$ cat config.mk
export PLATFORM = sky130hd
export DESIGN_NAME = mmu_ctl_regs
export DESIGN_NICKNAME = d
export VERILOG_FILES = /design/src/rtl/mmu_ctl_pkg.sv /design/src/rtl/mmu_ctl_fsm.sv /design/src/rtl/mmu_fault_log.sv /design/src/rtl/mmu_ctl_regs.sv
export SDC_FILE = /design/constraint.sdc
export NUM_CORES = 1
export LEC_CHECK = 0
export ABC_AREA = 1
export BUFFER_PORTS_ARGS = -buffer_cell sky130_fd_sc_hd__buf_2
export CAP_MARGIN = 30
export CORE_ASPECT_RATIO = 0.6
export CORE_MARGIN = 2
export CORE_UTILIZATION = 35
export CTS_CLUSTER_DIAMETER = 80
export DETAILED_ROUTE_END_ITERATION = 8
export PLACE_DENSITY_LB_ADDON = 0.25
export SLEW_MARGIN = 0
export SYNTH_ARGS = -nofsm -noshare
export SYNTH_HDL_FRONTEND = slang
export SYNTH_HIERARCHICAL = 1
export SYNTH_SLANG_ARGS = --single-unit
$ cat constraint.sdc
create_clock -name clk_i -period 1.75 [get_ports clk_i]
set_input_delay 0 -clock clk_i [delete_from_list [all_inputs] [get_ports clk_i]]
set_output_delay 0 -clock clk_i [all_outputs]
set_load 0.01 [all_outputs]
$ cat src/rtl/mmu_ctl_pkg.sv
package mmu_ctl_pkg;

    typedef enum logic [1:0] {
        ST_OFF   = 2'd0,
        ST_RUN   = 2'd1,
        ST_DRAIN = 2'd2,
        ST_HELD  = 2'd3
    } mmu_state_e;

    localparam int OFS_MODE      = 'h000;
    localparam int OFS_CFG       = 'h004;
    localparam int OFS_HELD      = 'h008;
    localparam int OFS_FLUSH_ALL = 'h00C;
    localparam int OFS_FLUSH_ONE = 'h010;
    localparam int OFS_BASE      = 'h014;
    localparam int OFS_PEND      = 'h018;
    localparam int OFS_PEND_CLR  = 'h01C;
    localparam int OFS_MASK      = 'h020;
    localparam int OFS_FADDR0    = 'h024;
    localparam int OFS_VERSION   = 'h034;
    localparam int OFS_WIN0      = 'h04C;
    localparam int WIN_STRIDE    = 8;

    localparam int CMD_OFF  = 'h0;
    localparam int CMD_RUN  = 'h5;
    localparam int CMD_HOLD = 'h7;

    localparam int NSLOT     = 4;
    localparam int SLOT_PAGE = 0;
    localparam int SLOT_WR   = 1;
    localparam int SLOT_RD   = 2;
    localparam int SLOT_BUS  = 3;

    function automatic logic [1:0] fault_slot(input logic [2:0] t);
        case (t)
            3'd0:              return 2'(SLOT_PAGE);
            3'd3:              return 2'(SLOT_BUS);
            3'd1, 3'd4, 3'd5:  return 2'(SLOT_RD);
            default:           return 2'(SLOT_WR);
        endcase
    endfunction

endpackage

$ cat src/rtl/mmu_ctl_fsm.sv
module mmu_ctl_fsm
    import mmu_ctl_pkg::*;
(
    input  logic       clk_i,
    input  logic       rst_ni,
    input  logic       go_run_i,
    input  logic       go_hold_i,
    input  logic       go_off_i,
    input  logic       fault_i,
    input  logic       drain_done_i,
    output mmu_state_e state_o,
    output logic       xlat_en_o,
    output logic       stall_o,
    output logic       held_o
);

    mmu_state_e state_q, state_d;

    always_ff @(posedge clk_i or negedge rst_ni) begin
        if (!rst_ni) state_q <= ST_OFF;
        else         state_q <= state_d;
    end

    always_comb begin
        state_d = state_q;
        unique case (state_q)
            ST_OFF:   if (go_run_i) state_d = ST_RUN;
            ST_RUN:   if (fault_i || go_hold_i) state_d = ST_DRAIN;
            ST_DRAIN: begin
                if (go_run_i && !fault_i) state_d = ST_RUN;
                else if (drain_done_i)    state_d = ST_HELD;
            end
            ST_HELD:  if (go_run_i && !fault_i) state_d = ST_RUN;
        endcase
        if (go_off_i) state_d = ST_OFF;
    end

    always_comb begin
        state_o   = state_q;
        xlat_en_o = (state_q != ST_OFF);
        stall_o   = (state_q == ST_DRAIN) || (state_q == ST_HELD);
        held_o    = (state_q == ST_HELD);
    end

    AST_HELD_AFTER_DRAIN: assert property (@(posedge clk_i) disable iff (!rst_ni)
        $rose(held_o) |-> $past(drain_done_i));
    AST_OFF_WINS: assert property (@(posedge clk_i) disable iff (!rst_ni)
        go_off_i |=> (!xlat_en_o && !stall_o));
    AST_FAULT_STALLS: assert property (@(posedge clk_i) disable iff (!rst_ni)
        (fault_i && xlat_en_o && !go_off_i) |=> stall_o);
    AST_RUN_RELEASES: assert property (@(posedge clk_i) disable iff (!rst_ni)
        (go_run_i && !fault_i && !go_off_i && stall_o) |=> (!stall_o && xlat_en_o));

endmodule

$ cat src/rtl/mmu_fault_log.sv
module mmu_fault_log
    import mmu_ctl_pkg::*;
#(
    parameter int NFAULT = 8,
    parameter int DW     = 32,
    localparam int TW    = $clog2(NFAULT)
) (
    input  logic                        clk_i,
    input  logic                        rst_ni,
    input  logic                        fault_v_i,
    input  logic [TW-1:0]               fault_type_i,
    input  logic [DW-1:0]               fault_addr_i,
    input  logic                        clr_we_i,
    input  logic [NFAULT-1:0]           clr_bits_i,
    input  logic [NFAULT-1:0]           mask_i,
    output logic [NFAULT-1:0]           status_o,
    output logic [NSLOT-1:0][DW-1:0]    slot_addr_o,
    output logic                        irq_o,
    output logic [TW-1:0]               irq_type_o
);

    logic [NFAULT-1:0]        status_q, set_v, clr_v, pend;
    logic [NSLOT-1:0][DW-1:0] slot_q;

    always_comb begin
        set_v = fault_v_i ? (NFAULT'(1) << fault_type_i) : '0;
        clr_v = clr_we_i ? clr_bits_i : '0;
    end

    always_ff @(posedge clk_i or negedge rst_ni) begin
        if (!rst_ni) begin
            status_q <= '0;
            slot_q   <= '0;
        end else begin
            status_q <= (status_q & ~clr_v) | set_v;
            if (fault_v_i) slot_q[fault_slot(fault_type_i)] <= fault_addr_i;
        end
    end

    always_comb begin
        pend       = status_q & mask_i;
        irq_type_o = '0;
        for (int i = NFAULT - 1; i >= 0; i--) begin
            if (pend[i]) irq_type_o = TW'(i);
        end
        irq_o       = |pend;
        status_o    = status_q;
        slot_addr_o = slot_q;
    end

    AST_FAULT_BIT_SET: assert property (@(posedge clk_i) disable iff (!rst_ni)
        fault_v_i |=> status_o[$past(fault_type_i)]);
    AST_SLOT_CAPTURE: assert property (@(posedge clk_i) disable iff (!rst_ni)
        fault_v_i |=> (slot_addr_o[fault_slot($past(fault_type_i))] == $past(fault_addr_i)));
    AST_IRQ_TYPE_PENDING: assert property (@(posedge clk_i) disable iff (!rst_ni)
        irq_o |-> (status_o[irq_type_o] && mask_i[irq_type_o]));

endmodule

$ cat src/rtl/mmu_ctl_regs.sv
module mmu_ctl_regs
    import mmu_ctl_pkg::*;
#(
    parameter int AW         = 8,
    parameter int DW         = 32,
    parameter int NFAULT     = 8,
    parameter int VER_MAJOR  = 3,
    parameter int NWIN       = 2,
    parameter int PAGE_SHIFT = 12
) (
    input  logic                       clk_i,
    input  logic                       rst_ni,
    input  logic [AW-1:0]              reg_addr_i,
    input  logic                       reg_we_i,
    input  logic [DW-1:0]              reg_wdata_i,
    output logic [DW-1:0]              reg_rdata_o,
    input  logic                       drain_done_i,
    output logic                       xlat_en_o,
    output logic                       stall_o,
    output logic                       flush_all_o,
    output logic                       flush_one_o,
    output logic [DW-1:0]              flush_addr_o,
    output logic [DW-1:0]              table_base_o,
    output logic [DW-1:0]              cfg_o,
    input  logic                       fault_valid_i,
    input  logic [$clog2(NFAULT)-1:0]  fault_type_i,
    input  logic [DW-1:0]              fault_addr_i,
    output logic                       irq_o,
    output logic [$clog2(NFAULT)-1:0]  irq_type_o,
    output logic [NWIN*DW-1:0]         pfw_start_o,
    output logic [NWIN*DW-1:0]         pfw_end_o
);

    localparam bit HAS_WIN = (VER_MAJOR == 3);

    function automatic logic hit(input logic [AW-1:0] a, input int ofs);
        return a == AW'(ofs);
    endfunction

    logic go_run, go_hold, go_off, clr_we;
    always_comb begin
        go_run  = reg_we_i && hit(reg_addr_i, OFS_MODE) && (reg_wdata_i == DW'(CMD_RUN));
        go_hold = reg_we_i && hit(reg_addr_i, OFS_MODE) && (reg_wdata_i == DW'(CMD_HOLD));
        go_off  = reg_we_i && hit(reg_addr_i, OFS_MODE) && (reg_wdata_i == DW'(CMD_OFF));
        clr_we  = reg_we_i && hit(reg_addr_i, OFS_PEND_CLR);
    end

    mmu_state_e state;
    logic       held;

    mmu_ctl_fsm u_fsm (
        .clk_i        (clk_i),
        .rst_ni       (rst_ni),
        .go_run_i     (go_run),
        .go_hold_i    (go_hold),
        .go_off_i     (go_off),
        .fault_i      (fault_valid_i),
        .drain_done_i (drain_done_i),
        .state_o      (state),
        .xlat_en_o    (xlat_en_o),
        .stall_o      (stall_o),
        .held_o       (held)
    );

    logic [NFAULT-1:0]        mask_q, status;
    logic [NSLOT-1:0][DW-1:0] slot_addr;

    mmu_fault_log #(.NFAULT(NFAULT), .DW(DW)) u_log (
        .clk_i        (clk_i),
        .rst_ni       (rst_ni),
        .fault_v_i    (fault_valid_i),
        .fault_type_i (fault_type_i),
        .fault_addr_i (fault_addr_i),
        .clr_we_i     (clr_we),
        .clr_bits_i   (reg_wdata_i[NFAULT-1:0]),
        .mask_i       (mask_q),
        .status_o     (status),
        .slot_addr_o  (slot_addr),
        .irq_o        (irq_o),
        .irq_type_o   (irq_type_o)
    );

    logic [DW-1:0] cfg_q, base_q, faddr_q;
    logic          fall_q, fone_q;

    always_ff @(posedge clk_i or negedge rst_ni) begin
        if (!rst_ni) begin
            cfg_q   <= '0;
            base_q  <= '0;
            mask_q  <= '1;
            fall_q  <= 1'b0;
            fone_q  <= 1'b0;
            faddr_q <= '0;
        end else begin
            fall_q <= reg_we_i && hit(reg_addr_i, OFS_FLUSH_ALL) && reg_wdata_i[0];
            fone_q <= reg_we_i && hit(reg_addr_i, OFS_FLUSH_ONE) && reg_wdata_i[0];
            if (reg_we_i && hit(reg_addr_i, OFS_FLUSH_ONE))
                faddr_q <= {reg_wdata_i[DW-1:PAGE_SHIFT], {PAGE_SHIFT{1'b0}}};
            if (reg_we_i && hit(reg_addr_i, OFS_CFG))  cfg_q  <= reg_wdata_i;
            if (reg_we_i && hit(reg_addr_i, OFS_BASE)) base_q <= reg_wdata_i;
            if (reg_we_i && hit(reg_addr_i, OFS_MASK)) mask_q <= reg_wdata_i[NFAULT-1:0];
        end
    end

    logic [NWIN-1:0][DW-1:0] win_lo, win_hi;

    generate
        if (HAS_WIN) begin : g_win
            always_ff @(posedge clk_i or negedge rst_ni) begin
                if (!rst_ni) begin
                    win_lo <= '0;
                    win_hi <= '0;
                end else begin
                    for (int w = 0; w < NWIN; w++) begin
                        if (reg_we_i && hit(reg_addr_i, OFS_WIN0 + WIN_STRIDE * w))
                            win_lo[w] <= reg_wdata_i;
                        if (reg_we_i && hit(reg_addr_i, OFS_WIN0 + WIN_STRIDE * w + 4))
                            win_hi[w] <= reg_wdata_i;
                    end
                end
            end
        end else begin : g_nowin
            assign win_lo = '0;
            assign win_hi = '0;
        end
    endgenerate

    function automatic logic [DW-1:0] mode_code(input mmu_state_e s);
        unique case (s)
            ST_OFF:            return DW'(CMD_OFF);
            ST_RUN:            return DW'(CMD_RUN);
            ST_DRAIN, ST_HELD: return DW'(CMD_HOLD);
        endcase
    endfunction

    always_comb begin
        reg_rdata_o = '0;
        if (hit(reg_addr_i, OFS_MODE))    reg_rdata_o = mode_code(state);
        if (hit(reg_addr_i, OFS_CFG))     reg_rdata_o = cfg_q;
        if (hit(reg_addr_i, OFS_HELD))    reg_rdata_o = DW'(held);
        if (hit(reg_addr_i, OFS_BASE))    reg_rdata_o = base_q;
        if (hit(reg_addr_i, OFS_PEND))    reg_rdata_o = DW'(status);
        if (hit(reg_addr_i, OFS_MASK))    reg_rdata_o = DW'(mask_q);
        if (hit(reg_addr_i, OFS_VERSION)) reg_rdata_o = DW'(VER_MAJOR) << (DW - 4);
        for (int s = 0; s < NSLOT; s++)
            if (hit(reg_addr_i, OFS_FADDR0 + 4 * s)) reg_rdata_o = slot_addr[s];
        for (int w = 0; w < NWIN; w++) begin
            if (hit(reg_addr_i, OFS_WIN0 + WIN_STRIDE * w))     reg_rdata_o = win_lo[w];
            if (hit(reg_addr_i, OFS_WIN0 + WIN_STRIDE * w + 4)) reg_rdata_o = win_hi[w];
        end
    end

    assign flush_all_o  = fall_q;
    assign flush_one_o  = fone_q;
    assign flush_addr_o = faddr_q;
    assign table_base_o = base_q;
    assign cfg_o        = cfg_q;
    assign pfw_start_o  = win_lo;
    assign pfw_end_o    = win_hi;

    AST_FLUSH_FROM_WRITE: assert property (@(posedge clk_i) disable iff (!rst_ni)
        (flush_all_o || flush_one_o) |-> $past(reg_we_i && reg_wdata_i[0]));
    AST_IRQ_NEEDS_MASK: assert property (@(posedge clk_i) disable iff (!rst_ni)
        irq_o |-> (status & mask_q) != '0);

endmodule

; After elaboration in Yosys (flattened, before gate mapping)
; Index checks and enable logic that the tools add are counted.
; W data, S select, Z words.
[word_totals]
register_bits = 360
input_bits = 80
[classes]
n_lt_le_gt_ge = 2
eq_ne = 30
shifts = 1
n_mux = 38
bitwise_logic = 4
reduce_logical = 30
[ops]
columns = operator, n
row1 = $mux W32, 16
row2 = $bwmux W128, 1
row3 = $pmux W32 S3, 1
row4 = $demux W32 S2, 1
row5 = $eq A32 B3 Y1 const B, 2
row6 = $eq A8 B6 Y1 const B, 6
row7 = $eq A8 B5 Y1 const B, 4
row8 = $eq A8 B7 Y1 const B, 4
row9 = $logic_not A32 Y1, 1
row10 = $mux W3, 8
row11 = $logic_and A1 B1 Y1, 18
row12 = $and A8 B8 Y8, 2
row13 = $eq A8 B4 Y1 const B, 2
row14 = $mux W8, 2
row15 = $mux W2, 7
row16 = $ne A3 B2 Y1 const B, 3
row17 = $eq A8 B3 Y1 const B, 1
row18 = $logic_not A8 Y1, 1
row19 = $not A8 Y8, 1
row20 = $or A8 B8 Y8, 1
row21 = $pmux W2 S4, 1
row22 = $reduce_or A8 Y1, 1
row23 = $shl A1 B3 Y8 const A, 1
row24 = $eq A3 B3 Y1 const B, 2
row25 = 16 further kinds, 18

; Longest topological paths before layout
[logic_depth]
depth_word = 18
ltp_mapped = 15

; Cells and area by module
; The synthesis kept the hierarchy.
[by_module_without_submodules]
columns = module, instances, cells_per_inst, area_per_inst_um2, seq_area_each_um2
row1 = mmu_ctl_regs, 1, 1344, 10702.8, 5565.3
row2 = mmu_fault_log, 1, 512, 5123.7, 3403.3
row3 = mmu_ctl_fsm, 1, 32, 226.5, 50.0

; Worst setup path before layout
; Ideal clock, no wire load.
[synth_timing]
kind = input -> register
from = input port reg_wdata_i[22]
to = register u_fsm.state_q[1] (netlist: u_fsm/state_o[1])
arrival_time_ns = 1.351
required_time_ns = 1.631
setup_slack_ns = 0.280
cell_stages = 10
n_path_buf = 0
path_cell_list = inv_1 nand4_1 nor4_1 nand4_1 nor3_1 nor2_1 a21oi_2 nand2_1 nor2_1 nor2_1
[synth_via]
elab_chain_cells = 6
[synth_lines]
columns = item, line
row1 = from (decl), mmu_ctl_regs.sv:15  ; input logic [DW-1:0] reg_wdata_i,
row2 = $eq A32 B3 Y1 (*), mmu_ctl_regs.sv:42  ; go_run = reg_we_i && hit(reg_addr_i, OFS_MODE) && (reg_wdata_i == DW'(CMD_RUN));
row3 = $logic_and A1 B1 Y1 (*), mmu_ctl_regs.sv:42
row4 = net go_run, mmu_ctl_regs.sv:40  ; logic go_run, go_hold, go_off, clr_we;
row5 = $logic_and A1 B1 Y1, "mmu_ctl_fsm.sv:30, mmu_ctl_fsm.sv:33"
row6 = $mux W2, mmu_ctl_fsm.sv:30  ; if (go_run_i && !fault_i) state_d = ST_RUN;
row7 = $pmux W2 S4, mmu_ctl_fsm.sv:26  ; unique case (state_q)
row8 = $mux W2, mmu_ctl_fsm.sv:35  ; if (go_off_i) state_d = ST_OFF;
row9 = to (signal assigned), mmu_ctl_fsm.sv:21  ; else state_q <= state_d;
row10 = to (decl), mmu_ctl_fsm.sv:17  ; mmu_state_e state_q, state_d;
; The timed path passes the listed nets; every way through them passes the cells marked *.
; A chain may end at the register's enable or synchronous reset.

; Worst setup path in the final report
[layout_timing]
from = register u_fsm.state_q[1] (netlist: u_fsm/state_o[1])
to = output port reg_rdata_o[0]
[layout_via]
elab_chain_cells = 18
[layout_lines]
columns = item, line
row1 = $eq A2 B2 Y1 (*), mmu_ctl_fsm.sv:42  ; held_o = (state_q == ST_HELD);
row2 = net held, mmu_ctl_regs.sv:49  ; logic held;
row3 = $reduce_or A2 Y1, mmu_ctl_regs.sv:129  ; unique case (s)
row4 = $pmux W32 S3, mmu_ctl_regs.sv:129
row5 = $mux W32, mmu_ctl_regs.sv:138  ; if (hit(reg_addr_i, OFS_MODE)) reg_rdata_o = mode_code(state);
row6 = $mux W32, mmu_ctl_regs.sv:139  ; if (hit(reg_addr_i, OFS_CFG)) reg_rdata_o = cfg_q;
row7 = $mux W32 (*), mmu_ctl_regs.sv:140  ; if (hit(reg_addr_i, OFS_HELD)) reg_rdata_o = DW'(held);
row8 = $mux W32 (*), mmu_ctl_regs.sv:141  ; if (hit(reg_addr_i, OFS_BASE)) reg_rdata_o = base_q;
row9 = $mux W32 (*), mmu_ctl_regs.sv:142  ; if (hit(reg_addr_i, OFS_PEND)) reg_rdata_o = DW'(status);
row10 = $mux W32 (*), mmu_ctl_regs.sv:143  ; if (hit(reg_addr_i, OFS_MASK)) reg_rdata_o = DW'(mask_q);
row11 = $mux W32 (*), mmu_ctl_regs.sv:144  ; if (hit(reg_addr_i, OFS_VERSION)) reg_rdata_o = DW'(VER_MAJOR) << (DW - 4);
row12 = $mux W32 (*) (4 in a row), mmu_ctl_regs.sv:146  ; if (hit(reg_addr_i, OFS_FADDR0 + 4 * s)) reg_rdata_o = slot_addr[s];
row13 = $mux W32 (*), mmu_ctl_regs.sv:148  ; if (hit(reg_addr_i, OFS_WIN0 + WIN_STRIDE * w)) reg_rdata_o = win_lo[w];
row14 = $mux W32 (*), mmu_ctl_regs.sv:149  ; if (hit(reg_addr_i, OFS_WIN0 + WIN_STRIDE * w + 4)) reg_rdata_o = win_hi[w];
row15 = $mux W32 (*), mmu_ctl_regs.sv:148
row16 = $mux W32 (*), mmu_ctl_regs.sv:149
row17 = to (decl), mmu_ctl_regs.sv:16  ; output logic [DW-1:0] reg_rdata_o,
; The timed path passes the listed nets; every way through them passes the cells marked *. The select of a mux whose other input is x is not followed.

==> results.txt <==
status - complete, but fails checks
failing checks - hold timing, setup timing
synthesized instance count - 1888
final WL - 66.8 mm
sw frac - 27.3%
metal3 WL - 6.48 mm
Skew-Pair Late Insertion Delay - 0.54 ns
sw power - 0.00586 W
placed cells - 2891
CTS root buf - clkbuf_16
CP Data Arrival Time - 2.23 ns
core area - 45000 um^2
reg2reg start - u_fsm/state_o[1]
kind of critical path - reg2out
Setup crit end - reg_rdata_o[0]
Leak - 11.5 nW
Top Ports - 344
# setup viols final - 36
Met1 Wirelength - 31.2 mm
Comb pwr share - 14.1%
vias per cell - 5.22
number of global-route vias before repair - 14835
ranking of synthesized cells by area - dfrtp_1 (55%), nand2_1 (14%), o21ai_0 (9.2%), inv_1 (3.1%), nand4_1 (2.3%)
Yosys cell types - 45
Met2 Wirelength - 27.2 mm
cell area after synthesis - 16100 um^2
fin cells - 3100
largest net degree at the start of global routing - 66
post-layout instance area - 22800 um^2
multiplexer share of the synthesized area - 0%
synthesized-area fraction occupied by adder cells - 0.312%
compound-cell area share of the yosys netlist - 14.3%
sequential area share after synthesis - 56.2%
FF+latch count, synth - 360
Flop pwr share - 45.4%
commonest non-fill, non-tap cells in the layout - nand2_1 (600), dfrtp_1 (352), buf_2 (319), o21ai_0 (279), buf_4 (207)
Pins Over Slew Limit - 0
Die ar. - 47700 um^2
R2R setup slack - 0.26 ns
routability cong. - 0.971
Layout area overhead - 42.1%
row count - 60
worst hold slack - -0.00461 ns
CP startpoint kind - flip-flop
clock sink count - 360
initial antenna violation count - 5
Setup Skew - 0.00000827 ns
final hold vios - 2
DR WL/cell - 21.6 um
port bufs - 331
Detailed Place HPWL - 48.9 mm
Max Root-Sink Buffers - 3
Overall Power - 0.0214 W
final worst-path cycle share - 127%
Synth top area share - 54.9%
clock share of power - 40.5%
Critical Path Start - u_fsm/state_o[1]
minimum clock period - 2.23 ns
Critical Path RT - 1.75 ns
Final WS setup - -0.479 ns
largest family of logic cells by synthesized area - simple AND/OR/NAND/NOR gates
H-Tree Depth - 2
top cell type by total area after synthesis - dfrtp_1
GRT overflow - 0
Avg Inst Size Synth - 8.50 um^2
layout cells sized above 1 - 33.0%
measured slew at the worst slew-check pin - 0.566 ns
R2R cell count - 10
Max VDD drop - 606 uV
xor/xnor cell area share of the yosys netlist - 0%
dpl cell area - 19600 um^2
post-synthesis simple-gate area fraction - 22.0%
die width - 280 um
class of the worst hold path - in2async
DRT antenna net count - 0
fin nets - 2563
via count - 16171
total track usage - 27.2%
DRT Pass-1 Iters - 6
most common cell after layout, fill and taps aside - nand2_1
top sig layer - met4
Initial Util - 35.6%
Ys Warns - 6
f_max - 449 MHz
Pint - 0.0156 W
CP max FO - 4
# fillers - 4275
clk slew on worst S/H paths - 0.06 ns
wire length of the first global-routing pass - 96.4 mm
1st-iter DRT viols - 1817
max cap viols - 0
CTS tree - built
R2R Path End - u_fsm/state_o[1]
Slew headroom - 62.2%
Die H - 170 um
RSZ-0062 raised after global routing - yes
Pwr Density - 940 nW/um^2
Critical Path End Type - output pin
Remaining DRCs - 0
CTS buffer count - 37
==> routing by layer <==
layer	vias up	track usage (%)
li1	7339	-
met1	7973	42.5
met2	768	37.1
met3	91	6.12
met4	0	7.25
met5	-	0
==> cells in the mapped netlist (all sizes together) <==
| library cell | instances |
|---|---|
| nor3 | 9 |
| buf | 63 |
| nand2 | 623 |
| inv | 143 |
| dfrtp | 352 |
| dfstp | 8 |
| or2 | 9 |
| clkbuf | 47 |
| nand4 | 60 |
| nor3b | 4 |
| a221oi | 14 |
| and3b | 5 |
| and3 | 3 |
| clkinv | 1 |
| ha | 4 |
| o21ai | 349 |
| o22ai | 3 |
| a41o | 1 |
| a31oi | 1 |
| nand3 | 27 |
| o211ai | 5 |
| conb | 1 |
| o31ai | 2 |
| a32o | 3 |
| a21oi | 53 |
| nor2 | 95 |
| a211oi | 1 |
| nor4 | 2 |
==> power by group through the flow <==
| stage | registers (W) | clock network [W] | logic, W |
|---|---|---|---|
| detailed placement | 0.00985 | 0 | 0.00260 |
| global route | 0.00982 | 0.00914 | 0.00332 |
| floorplan | 0.00984 | 0 | 0.00116 |
| global placement | 0.00982 | 0 | 0.00255 |
| finish | 0.00974 | 0.00868 | 0.00302 |
| CTS | 0.00971 | 0.00881 | 0.00290 |
==> worst max-delay path, stage by stage, from the launching register on <==
cell     delay (ns)
dfrtp_1        0.38
buf_4          0.13
buf_6          0.12
ha_4           0.17
nand3_2        0.07
nand3_1        0.07
nand2_1        0.06
nand2_1        0.04
nand2_1        0.07
nand4_1        0.12
nand2_2        0.12
nand3_2        0.07
nand2_2        0.06
nand2_2        0.06
buf_6          0.12
==> worst min path at each step <==
stage / startpoint / to / slack, ns / depth (start not counted)
after global routing: rst_ni / pfw_end_o[6] / 0.04 / 2
final: rst_ni / pfw_end_o[6] / -0.005 / 2
after floorplan: rst_ni / cfg_o[0] / -0.30 / 0
after global placement: rst_ni / pfw_end_o[6] / -0.02 / 1
after CTS: rst_ni / pfw_end_o[6] / 0.02 / 2
after detailed placement: rst_ni / pfw_end_o[6] / -0.01 / 1
==> flip-flops by register name, indices dropped and copies added, names as in the netlist <==
name / flops
pfw_end_o: 64
u_log/slot_addr_o: 128
mask_q: 8
pfw_start_o: 64
flush_all_o: 1
table_base_o: 32
flush_one_o: 1
u_fsm/state_o: 2
u_log/status_o: 8
cfg_o: 32
flush_addr_o: 20
==> repair_timing <==
| action | in CTS | in global routing |
|---|---|---|
| endpoints found under the setup margin | 34 | 36 |
| buffers inserted | 32 | 31 |
| gates cloned | 0 | 2 |
| gates resized for setup | 116 | 64 |
| hold buffers | 75 | 16 |
| pin swaps | 94 | 67 |
| hold endpoints to repair | 671 | 65 |
==> stage by stage <==
step                      TNS (ns)  worst slack, ns  utilization (%)  hold WS, ns
final                        -8.11           -0.479             50.6     -0.00461
after global routing        -11.39           -0.658             50.6       0.0372
after CTS                    -8.77           -0.582             49.4       0.0202
after detailed placement     -4.09           -0.258             43.6      -0.0100
after global placement       -3.93           -0.316             43.6      -0.0154
after floorplan                  0            0.280                -       -0.296
==> logic make-up (layout without fill, tap and decap cells) <==
kind of cell	Yosys count	count (layout)
AND/OR/NAND/NOR	837	837
adder cells (fa/ha/maj)	4	4
other	1	17
flip-flops	360	360
buffers and inverters	254	861
AO/OA/AOI/OAI	432	432
==> cell type report <==
cell class / instances / area [um^2] / area share [%]
timing repair buffer: 651 / 4780 / 21.0
clock inverter: 15 / 209 / 0.916
tap: 589 / 737 / 3.23
sequential: 360 / 9020 / 39.5
multi-input combinational: 1285 / 6390 / 28.0
clock buffer: 51 / 1110 / 4.87
antenna: 5 / 12.5 / 0.0549
inverter: 144 / 546 / 2.39
Note: power is estimated with default switching activity, not from simulation.
